**src/rtl/strsrch_pkg.sv**
```systemverilog
package strsrch_pkg;

  typedef enum logic [1:0] {
    CC_NONE    = 2'd0,
    CC_FOUND   = 2'd1,
    CC_END     = 2'd2,
    CC_PARTIAL = 2'd3
  } scan_cc_e;

  typedef enum logic [1:0] {
    ST_IDLE = 2'd0,
    ST_EVAL = 2'd1,
    ST_WAIT = 2'd2
  } scan_state_e;

  localparam logic [1:0] AMODE_24 = 2'b00;
  localparam logic [1:0] AMODE_31 = 2'b01;

endpackage

```
**src/rtl/strsrch_addr_mask.sv**
```systemverilog
module strsrch_addr_mask #(
  parameter int ADDR_W = 64
) (
  input  logic [ADDR_W-1:0] addr_in,
  input  logic [1:0]        mode,
  output logic [ADDR_W-1:0] addr_out
);
  import strsrch_pkg::*;

  localparam logic [ADDR_W-1:0] KEEP24 = ADDR_W'(32'h00FF_FFFF);
  localparam logic [ADDR_W-1:0] KEEP31 = ADDR_W'(32'h7FFF_FFFF);

  always_comb begin
    case (mode)
      AMODE_24: addr_out = addr_in & KEEP24;
      AMODE_31: addr_out = addr_in & KEEP31;
      default:  addr_out = addr_in;
    endcase
  end
endmodule

```
**src/rtl/strsrch_ctl_check.sv**
```systemverilog
module strsrch_ctl_check #(
  parameter int HALF_MODE = 0,
  parameter int UNIT_W    = 8
) (
  input  logic [31:0]       ctl_word,
  output logic [UNIT_W-1:0] search_char,
  output logic              reserved_set
);
  generate
    if (HALF_MODE != 0) begin : g_half
      assign search_char  = ctl_word[15:0];
      assign reserved_set = |ctl_word[31:16];
    end else begin : g_byte
      assign search_char  = ctl_word[7:0];
      assign reserved_set = |ctl_word[31:8];
    end
  endgenerate
endmodule

```
**src/rtl/strsrch_seq.sv**
```systemverilog
module strsrch_seq #(
  parameter int ADDR_W     = 64,
  parameter int UNIT_W     = 8,
  parameter int STEP       = 1,
  parameter int SCAN_BYTES = 8192
) (
  input  logic              clk,
  input  logic              rst_n,
  input  logic              start,
  input  logic [UNIT_W-1:0] char_in,
  input  logic              bad_in,
  input  logic [ADDR_W-1:0] raw_start,
  input  logic [ADDR_W-1:0] raw_end,
  input  logic [ADDR_W-1:0] base_in,
  input  logic [ADDR_W-1:0] limit_in,
  input  logic [1:0]        amode,
  output logic              mem_req,
  output logic [ADDR_W-1:0] mem_addr,
  input  logic              mem_rvalid,
  input  logic [UNIT_W-1:0] mem_rdata,
  output logic              done,
  output logic [1:0]        cc,
  output logic              spec_err,
  output logic [ADDR_W-1:0] new_start,
  output logic [ADDR_W-1:0] new_end
);
  import strsrch_pkg::*;

  localparam int              LEN_W     = $clog2(SCAN_BYTES) + 1;
  localparam logic [LEN_W-1:0] LEN_LIMIT = LEN_W'(SCAN_BYTES);
  localparam logic [LEN_W-1:0] LEN_STEP  = LEN_W'(STEP);

  scan_state_e       state_q, state_d;
  logic [LEN_W-1:0]  len_q, len_d;
  logic              cap_en;
  logic [UNIT_W-1:0] char_q;
  logic [1:0]        amode_q;
  logic [ADDR_W-1:0] raw_start_q, raw_end_q, base_q, limit_q;

  logic              req_q, req_d;
  logic [ADDR_W-1:0] addr_q, addr_d;
  logic              done_q, done_d;
  scan_cc_e          cc_q, cc_d;
  logic              spec_q, spec_d;
  logic [ADDR_W-1:0] ns_q, ns_d, ne_q, ne_d;

  logic [ADDR_W-1:0] cur_addr, cur_masked;

  assign cur_addr = base_q + ADDR_W'(len_q);

  strsrch_addr_mask #(.ADDR_W(ADDR_W)) u_cur_mask (
    .addr_in (cur_addr),
    .mode    (amode_q),
    .addr_out(cur_masked)
  );

  always_comb begin
    state_d = state_q;
    len_d   = len_q;
    cap_en  = 1'b0;
    req_d   = 1'b0;
    addr_d  = addr_q;
    done_d  = 1'b0;
    cc_d    = cc_q;
    spec_d  = spec_q;
    ns_d    = ns_q;
    ne_d    = ne_q;
    case (state_q)
      ST_IDLE: begin
        if (start) begin
          cap_en = 1'b1;
          if (bad_in) begin
            done_d = 1'b1;
            cc_d   = CC_NONE;
            spec_d = 1'b1;
            ns_d   = raw_start;
            ne_d   = raw_end;
          end else begin
            len_d   = '0;
            state_d = ST_EVAL;
          end
        end
      end
      ST_EVAL: begin
        if (len_q == LEN_LIMIT) begin
          done_d  = 1'b1;
          cc_d    = CC_PARTIAL;
          spec_d  = 1'b0;
          ns_d    = cur_masked;
          ne_d    = raw_end_q;
          state_d = ST_IDLE;
        end else if (cur_addr == limit_q) begin
          done_d  = 1'b1;
          cc_d    = CC_END;
          spec_d  = 1'b0;
          ns_d    = raw_start_q;
          ne_d    = raw_end_q;
          state_d = ST_IDLE;
        end else begin
          req_d   = 1'b1;
          addr_d  = cur_masked;
          state_d = ST_WAIT;
        end
      end
      ST_WAIT: begin
        if (mem_rvalid) begin
          if (mem_rdata == char_q) begin
            done_d  = 1'b1;
            cc_d    = CC_FOUND;
            spec_d  = 1'b0;
            ns_d    = raw_start_q;
            ne_d    = cur_masked;
            state_d = ST_IDLE;
          end else begin
            len_d   = len_q + LEN_STEP;
            state_d = ST_EVAL;
          end
        end
      end
      default: state_d = ST_IDLE;
    endcase
  end

  always_ff @(posedge clk or negedge rst_n) begin
    if (!rst_n) begin
      raw_start_q <= '0;
      raw_end_q   <= '0;
      base_q      <= '0;
      limit_q     <= '0;
      char_q      <= '0;
      amode_q     <= '0;
    end else if (cap_en) begin
      raw_start_q <= raw_start;
      raw_end_q   <= raw_end;
      base_q      <= base_in;
      limit_q     <= limit_in;
      char_q      <= char_in;
      amode_q     <= amode;
    end
  end

  always_ff @(posedge clk or negedge rst_n) begin
    if (!rst_n) begin
      state_q <= ST_IDLE;
      len_q   <= '0;
      req_q   <= 1'b0;
      addr_q  <= '0;
      done_q  <= 1'b0;
      cc_q    <= CC_NONE;
      spec_q  <= 1'b0;
      ns_q    <= '0;
      ne_q    <= '0;
    end else begin
      state_q <= state_d;
      len_q   <= len_d;
      req_q   <= req_d;
      addr_q  <= addr_d;
      done_q  <= done_d;
      cc_q    <= cc_d;
      spec_q  <= spec_d;
      ns_q    <= ns_d;
      ne_q    <= ne_d;
    end
  end

  assign mem_req   = req_q;
  assign mem_addr  = addr_q;
  assign done      = done_q;
  assign cc        = cc_q;
  assign spec_err  = spec_q;
  assign new_start = ns_q;
  assign new_end   = ne_q;
endmodule

```
**src/rtl/strsrch_top.sv**
```systemverilog
module strsrch_top #(
  parameter int ADDR_W     = 64,
  parameter int HALF_MODE  = 0,
  parameter int SCAN_BYTES = 8192,
  parameter int UNIT_W     = (HALF_MODE != 0) ? 16 : 8
) (
  input  logic              clk,
  input  logic              rst_n,
  input  logic              start,
  input  logic [31:0]       ctl_word,
  input  logic [ADDR_W-1:0] start_addr,
  input  logic [ADDR_W-1:0] end_addr,
  input  logic [1:0]        amode,
  output logic              mem_req,
  output logic [ADDR_W-1:0] mem_addr,
  input  logic              mem_rvalid,
  input  logic [UNIT_W-1:0] mem_rdata,
  output logic              done,
  output logic [1:0]        cc,
  output logic              spec_err,
  output logic [ADDR_W-1:0] new_start,
  output logic [ADDR_W-1:0] new_end
);
  localparam int STEP = (HALF_MODE != 0) ? 2 : 1;

  logic [UNIT_W-1:0] search_char;
  logic              reserved_set;
  logic [ADDR_W-1:0] start_m, end_m, end_eff;

  strsrch_ctl_check #(.HALF_MODE(HALF_MODE), .UNIT_W(UNIT_W)) u_ctl (
    .ctl_word    (ctl_word),
    .search_char (search_char),
    .reserved_set(reserved_set)
  );

  strsrch_addr_mask #(.ADDR_W(ADDR_W)) u_start_mask (
    .addr_in (start_addr),
    .mode    (amode),
    .addr_out(start_m)
  );

  strsrch_addr_mask #(.ADDR_W(ADDR_W)) u_end_mask (
    .addr_in (end_addr),
    .mode    (amode),
    .addr_out(end_m)
  );

  generate
    if (HALF_MODE != 0) begin : g_parity_fix
      assign end_eff = end_m + ADDR_W'(start_m[0] ^ end_m[0]);
    end else begin : g_no_fix
      assign end_eff = end_m;
    end
  endgenerate

  strsrch_seq #(
    .ADDR_W(ADDR_W), .UNIT_W(UNIT_W), .STEP(STEP), .SCAN_BYTES(SCAN_BYTES)
  ) u_seq (
    .clk       (clk),
    .rst_n     (rst_n),
    .start     (start),
    .char_in   (search_char),
    .bad_in    (reserved_set),
    .raw_start (start_addr),
    .raw_end   (end_addr),
    .base_in   (start_m),
    .limit_in  (end_eff),
    .amode     (amode),
    .mem_req   (mem_req),
    .mem_addr  (mem_addr),
    .mem_rvalid(mem_rvalid),
    .mem_rdata (mem_rdata),
    .done      (done),
    .cc        (cc),
    .spec_err  (spec_err),
    .new_start (new_start),
    .new_end   (new_end)
  );
endmodule

```
**config.mk**
```make
export PLATFORM = sky130hd
export DESIGN_NAME = strsrch_top
export DESIGN_NICKNAME = d
export VERILOG_FILES = /design/src/rtl/strsrch_pkg.sv /design/src/rtl/strsrch_addr_mask.sv /design/src/rtl/strsrch_ctl_check.sv /design/src/rtl/strsrch_seq.sv /design/src/rtl/strsrch_top.sv
export SDC_FILE = /design/constraint.sdc
export NUM_CORES = 1
export LEC_CHECK = 0
export BUFFER_PORTS_ARGS = -buffer_cell sky130_fd_sc_hd__buf_2
export CAP_MARGIN = 30
export CELL_PAD_IN_SITES_DETAIL_PLACEMENT = 1
export CELL_PAD_IN_SITES_GLOBAL_PLACEMENT = 1
export CORE_MARGIN = 2
export CORE_UTILIZATION = 45
export DETAILED_ROUTE_END_ITERATION = 12
export PLACE_DENSITY = 0.83
export SYNTH_ARGS = -nofsm -noshare
export SYNTH_HDL_FRONTEND = slang
export SYNTH_SLANG_ARGS = --single-unit
```
**constraint.sdc**
```tcl
create_clock -name clk -period 5.9 [get_ports clk]
set_clock_uncertainty 0.2 [all_clocks]
set_input_delay 1.18 -clock clk [delete_from_list [all_inputs] [get_ports clk]]
set_output_delay 1.18 -clock clk [all_outputs]
set_load 0.01 [all_outputs]
```
# Word level (Yosys, flattened, before mapping)
# Cells that the tools add are included.
[word_totals]
inputBits = 174
regBits = 479
output_inout_bits = 197
wordCells = 98
[op_classes]
n_addsub = 2
bitwise = 2
reduce_logical = 10
muxes = 55
eq_ne = 14
[op_table]
columns = ["cell", "count"]
rows = [
  ["$mux W64", 12],
  ["$pmux W64 S2", 3],
  ["$pmux W64 S3", 2],
  ["$add A64 B14 Y64", 1],
  ["$eq A64 B64 Y1", 1],
  ["$mux W14", 4],
  ["$pmux W14 S2", 1],
  ["$reduce_or A24 Y1", 1],
  ["$mux W2", 11],
  ["$mux W1", 18],
  ["$add A14 B1 Y14 const B", 1],
  ["$eq A14 B14 Y1 const B", 1],
  ["$pmux W2 S3", 2],
  ["$ne A2 B2 Y1 const B", 5],
  ["$eq A8 B8 Y1", 1],
  ["$eq A2 B1 Y1 const B", 3],
  ["$logic_not A2 Y1", 3],
  ["$pmux W1 S3", 2],
  ["$reduce_and A3 Y1", 2],
  ["$reduce_and A6 Y1", 1],
  ["$reduce_and A5 Y1", 1],
  ["$ne A3 B1 Y1 const B", 1],
  ["$reduce_bool A3 Y1", 1],
  ["$eq A2 B2 Y1 const B", 1],
  ["other kinds (3)", 4],
]

# Depth between registers and ports, before layout
[logic_depth]
depth_word = 5
mapped_depth = 18
depth_no_buf = 15

# Hierarchy
# A second synthesis with hierarchy kept.
[hier_totals]
cells_unflattened = 2667
area_unflattened_um2 = 27863.0
[modules_own_cells]
columns = ["mod", "instances", "seq_area_each_um2", "cells_per_inst", "area_per_inst_um2"]
rows = [
  ["strsrch_seq", 1, 11986.5, 2447, 26366.5],
  ["strsrch_addr_mask", 3, 0.0, 68, 461.7],
  ["strsrch_ctl_check", 1, 0.0, 16, 111.4],
]

# Worst setup path after synthesis
# Ideal clock, no wire load.
[synth_path]
path_type = "register to register"
startpoint = "reg u_seq.len_q[0]"
endpoint = "reg u_seq.cc_q[0] (netlist: u_seq.cc[0])"
synth_period_minus_slack_ns = 4.581
path_stages_with_launch = 19
setup_time_ns = 0.125
path_buffers = 3
slack_ns = 1.319
arrival_ns = 4.256
required_time_ns = 5.575
path_cell_list = "dfrtp_1 ha_1 inv_1 fa_1 nor2b_1 o2111ai_1 a211oi_1 clkbuf_1 nor2_1 or3_1 xor2_1 o221ai_1 nor4b_1 nand4_1 o211ai_2 nand2_1 buf_6 buf_6 mux2_4"
[synth_between]
elab_chain_cells = 4
elab_cells_between_ends = 7
cone_classes = "add/sub (1); eq/ne (3); mux (2); reduce/logical (1)"
[synth_rtl]
columns = ["element", "line", "text"]
rows = [
  ["start: declaration", "strsrch_seq.sv:34", "logic [LEN_W-1:0] len_q, len_d;"],
  ["start signal: assignment", "strsrch_seq.sv:155", "len_q <= len_d;"],
  ["$add A64 B14 Y64", "strsrch_seq.sv:49", "assign cur_addr = base_q + ADDR_W'(len_q);"],
  ["$eq A64 B64 Y1", "strsrch_seq.sv:92", "end else if (cur_addr == limit_q) begin"],
  ["$ne A3 B1 Y1 (no source line)", "--", ""],
  ["$reduce_and A6 Y1 (no source line)", "--", ""],
  ["end signal: assignment", "strsrch_seq.sv:149", "cc_q <= CC_NONE;"],
  ["end signal: assignment", "strsrch_seq.sv:159", "cc_q <= cc_d;"],
  ["end: declaration", "strsrch_seq.sv:43", "scan_cc_e cc_q, cc_d;"],
]
# Several ways; a longest one is shown, not always the timed one.
# A chain may end at the register's enable or synchronous reset.

# Worst setup path in the final report
[layout_path]
startpoint = "reg u_seq.base_q[37]"
endpoint = "reg u_seq.done_q (netlist: u_seq.done)"
[layout_between]
elab_chain_cells = 5
[layout_rtl]
columns = ["element", "line", "text"]
rows = [
  ["start: declaration", "strsrch_seq.sv:38", "logic [ADDR_W-1:0] raw_start_q, raw_end_q, base_q, limit_q;"],
  ["start signal: assignment", "strsrch_seq.sv:135", "base_q <= base_in;"],
  ["$add A64 B14 Y64", "strsrch_seq.sv:49", ""],
  ["$eq A64 B64 Y1", "strsrch_seq.sv:92", ""],
  ["$mux W1", "strsrch_seq.sv:92", ""],
  ["$mux W1", "strsrch_seq.sv:85", "if (len_q == LEN_LIMIT) begin"],
  ["$pmux W1 S3", "strsrch_seq.sv:68", "case (state_q)"],
  ["named net u_seq.done_d", "strsrch_seq.sv:42", "logic done_q, done_d;"],
  ["end signal: assignment", "strsrch_seq.sv:158", "done_q <= done_d;"],
  ["end: declaration", "strsrch_seq.sv:42", ""],
]
# The timed path passes the listed nets, and every way through them passes these cells.

==> impl_metrics.toml <==
[die]
coreArea_um2 = 53710
initial_utilization = 0.4548
die_h_um = 237.0
fp-row-count = 85
ioPinCount = 371
die_area_um2 = 56160
die_width_um = 237.0

[critical_path]
critPathCaptureType = "flop"
cp_max_fo = 11
crit_type = "reg -> reg"
crit_required_ns = 6.23
regToRegSetupSlack_ns = 0.25
cp_slowest_cell = "dfrtp_1"
arrival_ns = 5.98
start_kind = "flop"
timing.critical_path.mode_cell = "buf_4"
slowest_delay_ns = 0.69
path_buf_inv = 6
cp_top_family = "simple AND/OR/NAND/NOR gates"
crit_chain = "nand4_1 -> nor3_1 -> nand2_1 -> nor3_1 -> xor2_1 -> buf_4 -> xor2_1 -> buf_4 -> a2111oi_0 -> buf_4 -> nand4_1 -> buf_4 -> buf_4 -> o21ai_0 -> buf_4 -> a21oi_1 -> nor2_1"

[timing]
slew_violations = 0
hold-worst-slack_ns = 0.2832
hold_viol = 0
period_share = 0.9582
slew_headroom = 0.3030
worst_pin_slew_ns = 1.046
rsz0062_at_grt = "no"
finalCriticalPeriod_ns = 5.653
maxClockFrequency_mhz = 176.9
setup_viol = 0
setup_tns_ns = 0

[synth]
syn_area_um2 = 24430
ys_warn_count = 0
synth_cell_types = 85
synthArstFlopShare = 1.000
ys.flop_type = "dfrtp_1"
syn-num-nets = 2702
synth_edf_count = 0
syn_avg_cell_area_um2 = 9.744
ys_seq_area_frac = 0.4415
netlist_instances = 2507
ys_seq_elements = 431

[finish]
layout_common_cells = "dfrtp_1, buf_2, nand2_1"
drive_gt1_frac = 0.3011
final_area_um2 = 28960
layout_commonest_cell = "dfrtp_1"
final_nets = 3043
synthToLayoutAreaGrowth_pct = 18.56

[grt]
antenna_found_initial = 2
grt-ovfl-total = 0
grt_max_degree = 140
grt_pass1_wl_um = 151900
grt_use_total = 0.3547
grt_pass1_vias = 23790

[clocking]
post-cts-setup-buffers = 0
htreeDepth = 2
clock_latency_ns = 0.61
clock_path_buffers = 3
cts_sinks = 431
hold_buffers = 0
cts_tree = "built"
cts_root_buf = "clkbuf_16"
cts_made_buffers = 50
cts.clk_slew.worst_paths_ns = 0.06
ctsResizeCount = 0

[power]
total_power_uw = 19210
peakVddDrop_uv = 432.0
p_leak_uw = 0.01319
power_density_nw_per_um2 = 663.3

[detailed_routing]
vias = 22100
wire_per_inst_um = 27.94
drc_errors = 0
antenna_left = 0
drt-pass1-iter-count = 6
wl_um = 100000
drt_iter0_markers = 1808
vias_per_cell = 6.172

[placement]
dpl_cell_area_um2 = 27280
gp_routability_congestion = 0.9964
io_buffers = 370
hpwl_um = 73080

[job]
maxCapViolations = 0

[min_path]
worstHoldPathType = "reg -> reg"

[status]
status = "completed"
-- sequential cells by signal, indices dropped and copies added (netlist names) --
signal / cells
u_seq.mem_req: 1
u_seq.base_q: 64
u_seq.char_q: 8
u_seq.new_start: 64
u_seq.amode_q: 2
u_seq.raw_start_q: 40
u_seq.done: 1
u_seq.limit_q: 64
u_seq.state_q: 2
u_seq.new_end: 64
u_seq.cc: 2
u_seq.len_q: 14
u_seq.spec_err: 1
u_seq.raw_end_q: 40
u_seq.mem_addr: 64
-- worst min-delay path, cell delays in order, from the launching register on --
cell	delay, ns
dfrtp_1	0.34
nand2_1	0.05
o21ai_0	0.06
-- cell families after synthesis --
family / share of synthesized area
simple gates: 0.1544
buf+inv: 0.03862
fa+ha+maj: 0.01106
mux: 0.1538
xor+xnor: 0.05819
flops: 0.4415
compound gates: 0.1424
-- layer usage --
layer / vias up / global-route usage / routed length [um]
met2: 882 / 0.5935 / 48620
met4: 2 / 0.1377 / 4019
li1: 9553 / - / -
met3: 241 / 0.05689 / 5791
met5: - / 0 / 13
met1: 11420 / 0.4620 / 41570
-- synth_stat cells (6+ instances only) --
cell,n,share of area
mux2_4,100,0.061
nand3_1,36,0.0074
and2_1,13,0.0033
mux2i_1,7,0.0029
ha_1,20,0.010
xor2_1,70,0.025
a22oi_1,58,0.018
dfrtp_1,431,0.44
a22o_1,14,0.0050
mux2_1,7,0.0032
and3_1,19,0.0049
a31oi_1,8,0.0020
a21o_1,8,0.0025
nor2_1,212,0.033
o211ai_1,17,0.0052
a211oi_1,11,0.0034
o211a_1,9,0.0037
nand2_1,345,0.053
nor4_1,25,0.0064
xnor2_1,82,0.029
nor2b_1,9,0.0023
and4_1,12,0.0043
buf_1,6,0.00092
nor3_1,48,0.0098
o2111ai_1,7,0.0025
a21oi_1,203,0.042
mux2_2,187,0.086
buf_6,13,0.0060
inv_1,33,0.0051
o21ai_0,158,0.032
buf_2,25,0.0051
clkbuf_1,136,0.021
or3_1,6,0.0015
nand4_1,50,0.013
nand2b_1,10,0.0026
-- per-stage QoR --
| step | util | cells | worst slack (ns) |
|---|---|---|---|
| global route | 0.5392 | 3579 | 0.07467 |
| finish | 0.5392 | 3580 | 0.2466 |
| global placement | 0.5079 | 3492 | 0.2420 |
| CTS | 0.5390 | 3579 | 0.08723 |
| detailed placement | 0.5079 | 3492 | 0.1120 |
| floorplan | - | 2507 | 1.319 |
-- power by group --
part,leakage [uW],internal [uW],switching [uW]
Clock,0.000819,1850,1320
Combinational,0.00706,4420,5610
Sequential,0.00532,4450,1560
-- path summary, 6_finish.rpt --
check / from / end / depth (start not counted)
worst max register to register: u_seq.base_q[37]$_DFFE_PN0P_ / u_seq.done$_DFF_PN0_ / 17
max in group asynchronous: rst_n / u_seq.limit_q[51]$_DFFE_PN0P_ / 2
worst min-delay path: u_seq.mem_addr[29]$_DFFE_PN0P_ / u_seq.mem_addr[29]$_DFFE_PN0P_ / 2
min in group asynchronous: rst_n / u_seq.char_q[5]$_DFFE_PN0P_ / 1
worst min register to register: u_seq.mem_addr[29]$_DFFE_PN0P_ / u_seq.mem_addr[29]$_DFFE_PN0P_ / 2
worst max-delay path: u_seq.base_q[37]$_DFFE_PN0P_ / u_seq.done$_DFF_PN0_ / 17
-- cell type report --
type                            count  area, um^2
Inverter                           33       123.9
Sequential cell                   431       10790
Fill cell                        6020       24750
Tap cell                          696       870.8
Antenna cell                        1       2.502
Timing Repair Buffer              471        2733
Multi-Input combinational cell   1861       12780
Clock buffer                       76        1550
Clock inverter                     11       118.9
Note: power is estimated with default switching activity, not from simulation.
